`src/rtl/alu_rot_pkg.sv`:
```
package alu_rot_pkg;
   typedef enum logic [2:0] {
      OP_ADD  = 3'b000,
      OP_SUB  = 3'b001,
      OP_XOR  = 3'b010,
      OP_XNOR = 3'b011,
      OP_AND  = 3'b100,
      OP_OR   = 3'b101
   } alu_op_t;

   function automatic logic op_is_logic(input logic [2:0] code);
      return (code >= 3'b010) && (code <= 3'b101);
   endfunction
endpackage

```
`src/rtl/fa_cell.sv`:
```
module fa_cell (
   input  logic a_i,
   input  logic b_i,
   input  logic c_i,
   output logic s_o,
   output logic c_o
);
   logic half;
   assign half = a_i ^ b_i;
   assign s_o  = half ^ c_i;
   assign c_o  = (a_i & b_i) | (half & c_i);
endmodule

```
`src/rtl/adder_alu.sv`:
```
module adder_alu
   import alu_rot_pkg::*;
#(
   parameter int unsigned WIDTH = 4
) (
   input  logic [2:0]       op_i,
   input  logic [WIDTH-1:0] a_i,
   input  logic [WIDTH-1:0] b_i,
   output logic [WIDTH-1:0] res_o,
   output logic             cout_o
);
   logic             is_arith;
   logic             is_sub;
   logic             force_c;
   logic             pick_carry;
   logic             valid_op;
   logic [WIDTH-1:0] b_eff;
   logic [WIDTH-1:0] sum_vec;
   logic [WIDTH-1:0] car_vec;
   logic             top_carry;

   always_comb begin
      is_arith   = 1'b0;
      is_sub     = 1'b0;
      force_c    = 1'b0;
      pick_carry = 1'b0;
      valid_op   = 1'b1;
      case (op_i)
         OP_ADD:  is_arith = 1'b1;
         OP_SUB:  begin is_arith = 1'b1; is_sub = 1'b1; end
         OP_XOR:  ;
         OP_XNOR: force_c = 1'b1;
         OP_AND:  pick_carry = 1'b1;
         OP_OR:   begin pick_carry = 1'b1; force_c = 1'b1; end
         default: valid_op = 1'b0;
      endcase
   end

   assign b_eff = is_sub ? ~b_i : b_i;

   for (genvar i = 0; i < WIDTH; i++) begin : g_bit
      logic ci_b;
      logic s_b;
      logic co_b;
      if (i == 0) begin : g_lsb
         assign ci_b = is_arith ? is_sub : force_c;
      end else begin : g_upper
         assign ci_b = is_arith ? g_bit[i-1].co_b : force_c;
      end
      fa_cell i_cell (
         .a_i (a_i[i]),
         .b_i (b_eff[i]),
         .c_i (ci_b),
         .s_o (s_b),
         .c_o (co_b)
      );
      assign sum_vec[i] = s_b;
      assign car_vec[i] = co_b;
   end

   assign top_carry = g_bit[WIDTH-1].co_b;

   always_comb begin
      if (!valid_op)       res_o = '0;
      else if (pick_carry) res_o = car_vec;
      else                 res_o = sum_vec;
      cout_o = is_arith & top_carry;
   end
endmodule

```
`src/rtl/onehot_rotator.sv`:
```
module onehot_rotator #(
   parameter int unsigned WIDTH = 4
) (
   input  logic [WIDTH-1:0] din_i,
   input  logic [WIDTH-1:0] sel_i,
   output logic [WIDTH-1:0] dout_o,
   output logic             bad_o
);
   logic [WIDTH-1:0] term [WIDTH];

   for (genvar k = 0; k < WIDTH; k++) begin : g_amt
      if (k == 0) begin : g_pass
         assign term[k] = sel_i[k] ? din_i : '0;
      end else begin : g_rot
         assign term[k] = sel_i[k] ? ((din_i >> k) | (din_i << (WIDTH - k))) : '0;
      end
   end

   always_comb begin
      logic [WIDTH-1:0] acc;
      acc = '0;
      for (int k = 0; k < WIDTH; k++) acc |= term[k];
      bad_o  = !$onehot(sel_i);
      dout_o = bad_o ? '0 : acc;
   end
endmodule

```
`src/rtl/alu_rot_slice.sv`:
```
module alu_rot_slice
   import alu_rot_pkg::*;
#(
   parameter int unsigned WIDTH = 4
) (
   input  logic             clk,
   input  logic             rst_n,
   input  logic [2:0]       op_sel,
   input  logic [WIDTH-1:0] opnd_a,
   input  logic [WIDTH-1:0] opnd_b,
   input  logic [WIDTH-1:0] shift_oh,
   output logic [WIDTH-1:0] rot_out,
   output logic             carry_q,
   output logic             shift_err
);
   localparam int unsigned EXT_W = WIDTH + 1;

   if (WIDTH < 2) begin : g_bad_width
      $error("alu_rot_slice: WIDTH must be at least 2");
   end

   logic [WIDTH-1:0] alu_res;
   logic             alu_cout;
   logic [WIDTH-1:0] result_q;

   adder_alu #(.WIDTH(WIDTH)) i_alu (
      .op_i   (op_sel),
      .a_i    (opnd_a),
      .b_i    (opnd_b),
      .res_o  (alu_res),
      .cout_o (alu_cout)
   );

   always_ff @(posedge clk) begin
      if (!rst_n) begin
         result_q <= '0;
         carry_q  <= 1'b0;
      end else begin
         result_q <= alu_res;
         carry_q  <= alu_cout;
      end
   end

   onehot_rotator #(.WIDTH(WIDTH)) i_rot (
      .din_i  (result_q),
      .sel_i  (shift_oh),
      .dout_o (rot_out),
      .bad_o  (shift_err)
   );

   assert_add_sum_R2: assert property (@(posedge clk) disable iff (!rst_n)
      (op_sel == OP_ADD) |=> ({carry_q, result_q} ==
         (EXT_W'($past(opnd_a)) + EXT_W'($past(opnd_b)))));

   assert_sub_borrow_R3: assert property (@(posedge clk) disable iff (!rst_n)
      (op_sel == OP_SUB) |=> (carry_q == ($past(opnd_a) >= $past(opnd_b))));

   assert_logic_no_carry_R4: assert property (@(posedge clk) disable iff (!rst_n)
      op_is_logic(op_sel) |=> !carry_q);

   assert_reserved_zero_R6: assert property (@(posedge clk) disable iff (!rst_n)
      (op_sel[2:1] == 2'b11) |=> (result_q == '0) && !carry_q);

   assert_rot_keeps_ones_R7: assert property (@(posedge clk) disable iff (!rst_n)
      !shift_err |-> ($countones(rot_out) == $countones(result_q)));

   assert_zero_on_err_R8: assert property (@(posedge clk) disable iff (!rst_n)
      shift_err |-> (rot_out == '0));
endmodule

```
`config.mk`:
```
export PLATFORM = sky130hd
export DESIGN_NAME = alu_rot_slice
export DESIGN_NICKNAME = d
export VERILOG_FILES = /design/src/rtl/alu_rot_pkg.sv /design/src/rtl/fa_cell.sv /design/src/rtl/adder_alu.sv /design/src/rtl/onehot_rotator.sv /design/src/rtl/alu_rot_slice.sv
export SDC_FILE = /design/constraint.sdc
export NUM_CORES = 1
export LEC_CHECK = 0
export ABC_AREA = 1
export BUFFER_PORTS_ARGS = -buffer_cell sky130_fd_sc_hd__buf_4
export CAP_MARGIN = 5
export CORE_UTILIZATION = 35
export CTS_CLUSTER_DIAMETER = 100
export CTS_CLUSTER_SIZE = 40
export DETAILED_ROUTE_END_ITERATION = 16
export HOLD_SLACK_MARGIN = 0.02
export PLACE_DENSITY_LB_ADDON = 0.15
export SYNTH_ARGS = -nofsm -noshare
export SYNTH_HDL_FRONTEND = slang
export SYNTH_SLANG_ARGS = --single-unit
```
`constraint.sdc`:
```
create_clock -name clk -period 8.7 [get_ports clk]
set_input_delay 0.435 -clock clk [delete_from_list [all_inputs] [get_ports clk]]
set_output_delay 0.435 -clock clk [all_outputs]
set_load 0.02 [all_outputs]
```
Yosys cells after proc, flatten, opt, wreduce, memory -nomap -nowiden

Index checks and enable logic that the tools add are counted.

Output and inout port bits: 6
Bits of input ports: 17
Logic and storage cells: 62
Register bits: 5

Multiplexer cells: 16
Eq/ne operators: 6
Reduce and logical (&&, ||, !) cells: 7
$add $sub $neg: 3
Bitwise logic cells: 28

Operator list:

| kind                                          | number |
|---|---|
| two-way mux 4 bit                             | 7 |
| OR 4 bit                                      | 3 |
| AND 1 bit                                     | 9 |
| two-way mux 1 bit                             | 9 |
| XOR 1 bit                                     | 8 |
| == test 3 x 1 -> 1 bit, second input constant | 2 |
| == test 3 x 2 -> 1 bit, second input constant | 2 |
| == test 3 bit, second input constant          | 2 |
| OR reduction 2 bit                            | 3 |
| OR reduction 6 bit                            | 1 |
| adder 1 x 1 -> 2 bit                          | 2 |
| inverter 4 bit                                | 1 |
| OR 1 bit                                      | 4 |
| OR 1 x 4 -> 4 bit                             | 1 |
| OR 2 x 4 -> 4 bit                             | 1 |
| OR 3 x 4 -> 4 bit                             | 1 |
| adder 2 x 2 -> 3 bit                          | 1 |
| logical NOT 3 bit                             | 1 |
| AND reduction 2 bit                           | 1 |
| logical NOT 1 bit                             | 1 |

Depth between registers and ports, before layout

Depth in word-level cells: 16
Gate-level depth with buffers: 16
Mapped depth without buffers: 16

Cells and area by module

Synthesis repeated with hierarchy kept, for this count alone.

Cells, all modules: 101
Area, all modules: 618.1 µm²

Modules (own cells, without submodules):

| module         | area each (µm²) | cells an instance | sequential area each (µm²) | instances |
|---|---|---|---|---|
| onehot_rotator | 201.4           | 38                | 0.0                        | 1 |
| adder_alu      | 198.9           | 44                | 0.0                        | 1 |
| alu_rot_slice  | 137.6           | 15                | 100.1                      | 1 |
| fa_cell        | 20.0            | 1                 | 0.0                        | 4 |

Least setup slack after synthesis

No wires, ideal clock.

Kind: input-to-reg
From: input port op_sel[1]
To: register result_q[3]
Cell stages on the path: 16
Setup time: 113 ps
Data arrival time: 2,991 ps
Buffers on the path: 0
Required time: 8,587 ps
Slack: 5,596 ps
Path through: inv_2 -> nand3_2 -> xor2_1 -> fa_1 -> nand2_1 -> nand2_1 -> fa_1 -> nand2_1 -> nand2_1 -> fa_1 -> inv_1 -> nor2_1 -> a21oi_1 -> fa_1 -> nor2_1 -> nor2_1

Word-level cells in the longest chain between the ends: 16
Elaborated cells on any way between the ends: 39
Those cells by class: eq/ne (5); mux (11); bitwise (17); reduce/logical (6)

RTL lines:

| what                                                    | line                             | text |
|---|---|---|
| start, declared                                         | alu_rot_slice.sv:8               | `input logic [2:0] op_sel,` |
| == test 3 x 1 -> 1 bit, or another cell as far along    | adder_alu.sv:28                  | `case (op_i)` |
| two-way mux 1 bit or OR reduction 2 bit (tied branches) | --                               |  |
| two-way mux 4 bit or two-way mux 1 bit (tied branches)  | adder_alu.sv:39, adder_alu.sv:28 |  |
| XOR 1 bit or two-way mux 1 bit (tied branches)          | fa_cell.sv:9, adder_alu.sv:46    |  |
| AND 1 bit                                               | fa_cell.sv:11                    | `assign c_o = (a_i & b_i) \| (half & c_i);` |
| OR 1 bit                                                | fa_cell.sv:11                    |  |
| two-way mux 1 bit                                       | adder_alu.sv:48                  | `assign ci_b = is_arith ? g_bit[i-1].co_b : force_c;` |
| AND 1 bit                                               | fa_cell.sv:11                    |  |
| OR 1 bit                                                | fa_cell.sv:11                    |  |
| two-way mux 1 bit                                       | adder_alu.sv:48                  |  |
| AND 1 bit                                               | fa_cell.sv:11                    |  |
| OR 1 bit                                                | fa_cell.sv:11                    |  |
| two-way mux 1 bit                                       | adder_alu.sv:48                  |  |
| AND 1 bit                                               | fa_cell.sv:11                    |  |
| OR 1 bit                                                | fa_cell.sv:11                    |  |
| two-way mux 4 bit                                       | adder_alu.sv:65                  | `else if (pick_carry) res_o = car_vec;` |
| end signal, assigned                                    | alu_rot_slice.sv:39              | `result_q <= alu_res;` |
| end, declared                                           | alu_rot_slice.sv:24              | `logic [WIDTH-1:0] result_q;` |

Several ways; a longest one is shown, not always the timed one.
A chain may end at the register's enable or synchronous reset.

Worst setup path in the final report

From: input port op_sel[2]
To: register result_q[3]

Same word-level chain as after synthesis.

==> impl_metrics.ini <==
[floorplanning]
placeable_core_region_mm2 = 0.00152
starting_density_of_the_core_pct = 38.0
die_w_um = 42.7
io_pins = 23
die_height_um = 42.7
row_count = 14
dieArea_mm2 = 0.00182

[final_layout]
final_area_um2 = 791
num-nets-final = 146
diode_count = 0
drive_above_1_share_pct = 24.0
layout_area_growth_over_synthesis_pct = 36.5
final_core_utilization_pct = 51.9

[global_routing]
grt_start_max_net_pins = 6
overflow = 0
groute.usage.overall_pct = 14.7
grt_pass1_vias = 533
grt_first_pass_wirelength_um = 2040
grt_antenna_before_repair = 0

[timing]
setup_repair_after_global_routing_missed_its_margin = no
highest_achievable_clock_rate_ghz = 0.315
hold_viol_final = 0
layout_worst_path_cycle_share_pct = 36.5
final.min_clock_period_ns = 3.18
timing.final.setup_violations = 0
slew_viol_final = 0
worst_pin_slew_ns = 0.342
timing.max_slew.rel_slack_pct = 77.2
finalSetupTns_ns = 0
fin_ws_ns = 5.52

[place]
portBuffers = 22
gp_routability_congestion = 0.824
place.detailed.hpwl_um = 1060
dpl-instance-area_um2 = 764
detailedPlace.worstSlack_ns = 5.28

[run_status]
status = completed

[detailed_routing]
postRouteWirelength_um = 1230
route.vias.total = 626
drt-vias-per-instance = 4.57
drtIter0Drc = 12
detail_route.first_pass.iterations = 4
ant_nets = 0
routedWlPerCell_um = 8.94
drc = 0

[yosys]
post_synth_instance_area_um2 = 579
syn_nets = 119
synthesis.yosys.warnings = 0
synthDistinctLibCells = 15
synthesis.area_per_instance_um2 = 6.10
ys_seq_elements = 5
syn_inst = 95
synth_seq_area_share_pct = 17.3

[clock_tree]
cts-root-to-sink-buffers = 2
cts_tree = built
ctsHtreeMaxLevel = 1
hold_buffers = 0
cts.sink_count = 5
cts_repair_resize_count = 0
cts-root-buf = sky130_fd_sc_hd__clkbuf_4
total_cts_buffers = 3
clk_transition_reported_paths_ns = 0.04
post-cts-setup-buffer-count = 0

[worst_hold_path]
whs_endpoint = carry_q$_SDFF_PN0_
hold_start = rst_n
whs_path_depth = 3
worst_hold_path_type = in2reg

[critical_path]
cp_data_required_time_ns = 8.83
capturing_element_type_of_the_critical_path = flop
class_of_the_most_critical_setup_path = in2reg
max_fanout_on_critical_path = 5
start_kind = input port
timing.critical_path.arrival_ns = 3.31

[power_and_ir_drop]
fin_total_pwr_mw = 0.0974
power.density_cell_area_mw_per_mm2 = 123
cellLeakagePower_nw = 0.450
irDropWorstVdd_mv = 0.0693

[run]
maxCapViolations = 0
-- metrics by stage --
| stage | hold slack, ns | cells |
|---|---|---|
| 2_1_floorplan | 0.563 | 95 |
| 3_3_place_gp | 0.710 | 133 |
| 3_5_place_dp | 0.707 | 133 |
| 4_1_cts | 0.458 | 137 |
| 5_1_grt | 0.480 | 137 |
| 6_report | 0.469 | 137 |
-- worst max path at each step --
stage | from | end | slack, ns | depth (start not counted)
6_report | op_sel[2] | result_q[3]$_SDFF_PN0_ | 5.52 | 17
5_1_grt | op_sel[1] | result_q[3]$_SDFF_PN0_ | 5.26 | 17
4_1_cts | op_sel[1] | result_q[3]$_SDFF_PN0_ | 5.51 | 17
3_5_place_dp | op_sel[1] | result_q[3]$_SDFF_PN0_ | 5.28 | 17
3_3_place_gp | op_sel[2] | result_q[3]$_SDFF_PN0_ | 5.33 | 17
2_1_floorplan | op_sel[1] | result_q[3]$_SDFF_PN0_ | 5.60 | 16
-- cells by family (layout without fill, tap and decap cells) --
| family | Yosys count | after routing | share of synthesized area (%) |
|---|---|---|---|
| AOI/OAI and AO/OA | 8 | 8 | 6.91 |
| xor gates and xnor gates | 4 | 4 | 6.05 |
| adders and majority gates | 7 | 7 | 21.6 |
| buffers and inverters | 15 | 41 | 9.72 |
| DFF | 5 | 5 | 17.3 |
| and+or+nand+nor | 56 | 56 | 38.4 |
-- cells in the final DEF (no fill, tap or decap), types with 2 or more instances in the layout --
master / Yosys / routed
sky130_fd_sc_hd__a21oi_1: 5 / 5
sky130_fd_sc_hd__buf_4: 0 / 22
sky130_fd_sc_hd__clkbuf_4: 0 / 3
sky130_fd_sc_hd__dfxtp_1: 5 / 5
sky130_fd_sc_hd__fa_1: 5 / 5
sky130_fd_sc_hd__ha_1: 2 / 2
sky130_fd_sc_hd__inv_1: 13 / 13
sky130_fd_sc_hd__inv_2: 2 / 2
sky130_fd_sc_hd__nand2_1: 41 / 41
sky130_fd_sc_hd__nor2_1: 12 / 12
sky130_fd_sc_hd__o21ai_0: 2 / 2
sky130_fd_sc_hd__xor2_1: 3 / 3
-- registers in the layout, summed over array words and instances, names as in the netlist --
signal,count
result_q,4
carry_q,1
-- metal layers --
metal / vias up / GRT usage, % / wire (um)
li1: 336 / - / -
met5: - / 0 / 0
met1: 273 / 18.4 / 546
met2: 17 / 25.8 / 625
met3: 0 / 2.55 / 53
met4: 0 / 3.75 / 0
-- synthesized netlist by cell type --
master,instances,area share [%]
sky130_fd_sc_hd__a21oi_1,5,4.3
sky130_fd_sc_hd__dfxtp_1,5,17
sky130_fd_sc_hd__fa_1,5,17
sky130_fd_sc_hd__ha_1,2,4.3
sky130_fd_sc_hd__inv_1,13,8.4
sky130_fd_sc_hd__inv_2,2,1.3
sky130_fd_sc_hd__nand2_1,41,27
sky130_fd_sc_hd__nand3_2,1,1.7
sky130_fd_sc_hd__nand3b_1,1,1.3
sky130_fd_sc_hd__nor2_1,12,7.8
sky130_fd_sc_hd__nor2_2,1,1.1
sky130_fd_sc_hd__o21ai_0,2,1.7
sky130_fd_sc_hd__o21ai_1,1,0.86
sky130_fd_sc_hd__xnor2_1,1,1.5
sky130_fd_sc_hd__xor2_1,3,4.5
-- layout make-up --
class	instances	area [um^2]
repair buffers	22	165
fillers	159	733
clock buffers	4	26.3
multi-input cells	75	423
well taps	16	20.0
inverters	15	56.3
flip-flops and latches	5	100
-- where the power goes --
part	leakage [nW]	switching, mW	internal, mW	total, mW
Combinational	0.394	0.0239	0.0199	0.0439
Sequential	0.0413	0.00225	0.0255	0.0277
Clock	0.0150	0.00855	0.0173	0.0258
-- critical path: stages --
cell                      delay (ns)
sky130_fd_sc_hd__buf_4          0.12
sky130_fd_sc_hd__inv_2          0.09
sky130_fd_sc_hd__nand3_2        0.14
sky130_fd_sc_hd__xor2_1         0.19
sky130_fd_sc_hd__fa_1           0.41
sky130_fd_sc_hd__nand2_1        0.08
sky130_fd_sc_hd__nand2_1        0.07
sky130_fd_sc_hd__fa_1           0.39
sky130_fd_sc_hd__nand2_1        0.08
sky130_fd_sc_hd__nand2_1        0.06
sky130_fd_sc_hd__fa_1           0.39
sky130_fd_sc_hd__inv_1          0.07
sky130_fd_sc_hd__nor2_1         0.04
sky130_fd_sc_hd__a21oi_1        0.15
sky130_fd_sc_hd__fa_1           0.43
sky130_fd_sc_hd__nor2_1         0.11
sky130_fd_sc_hd__nor2_1         0.05
Power figures use the tool's default switching activity.
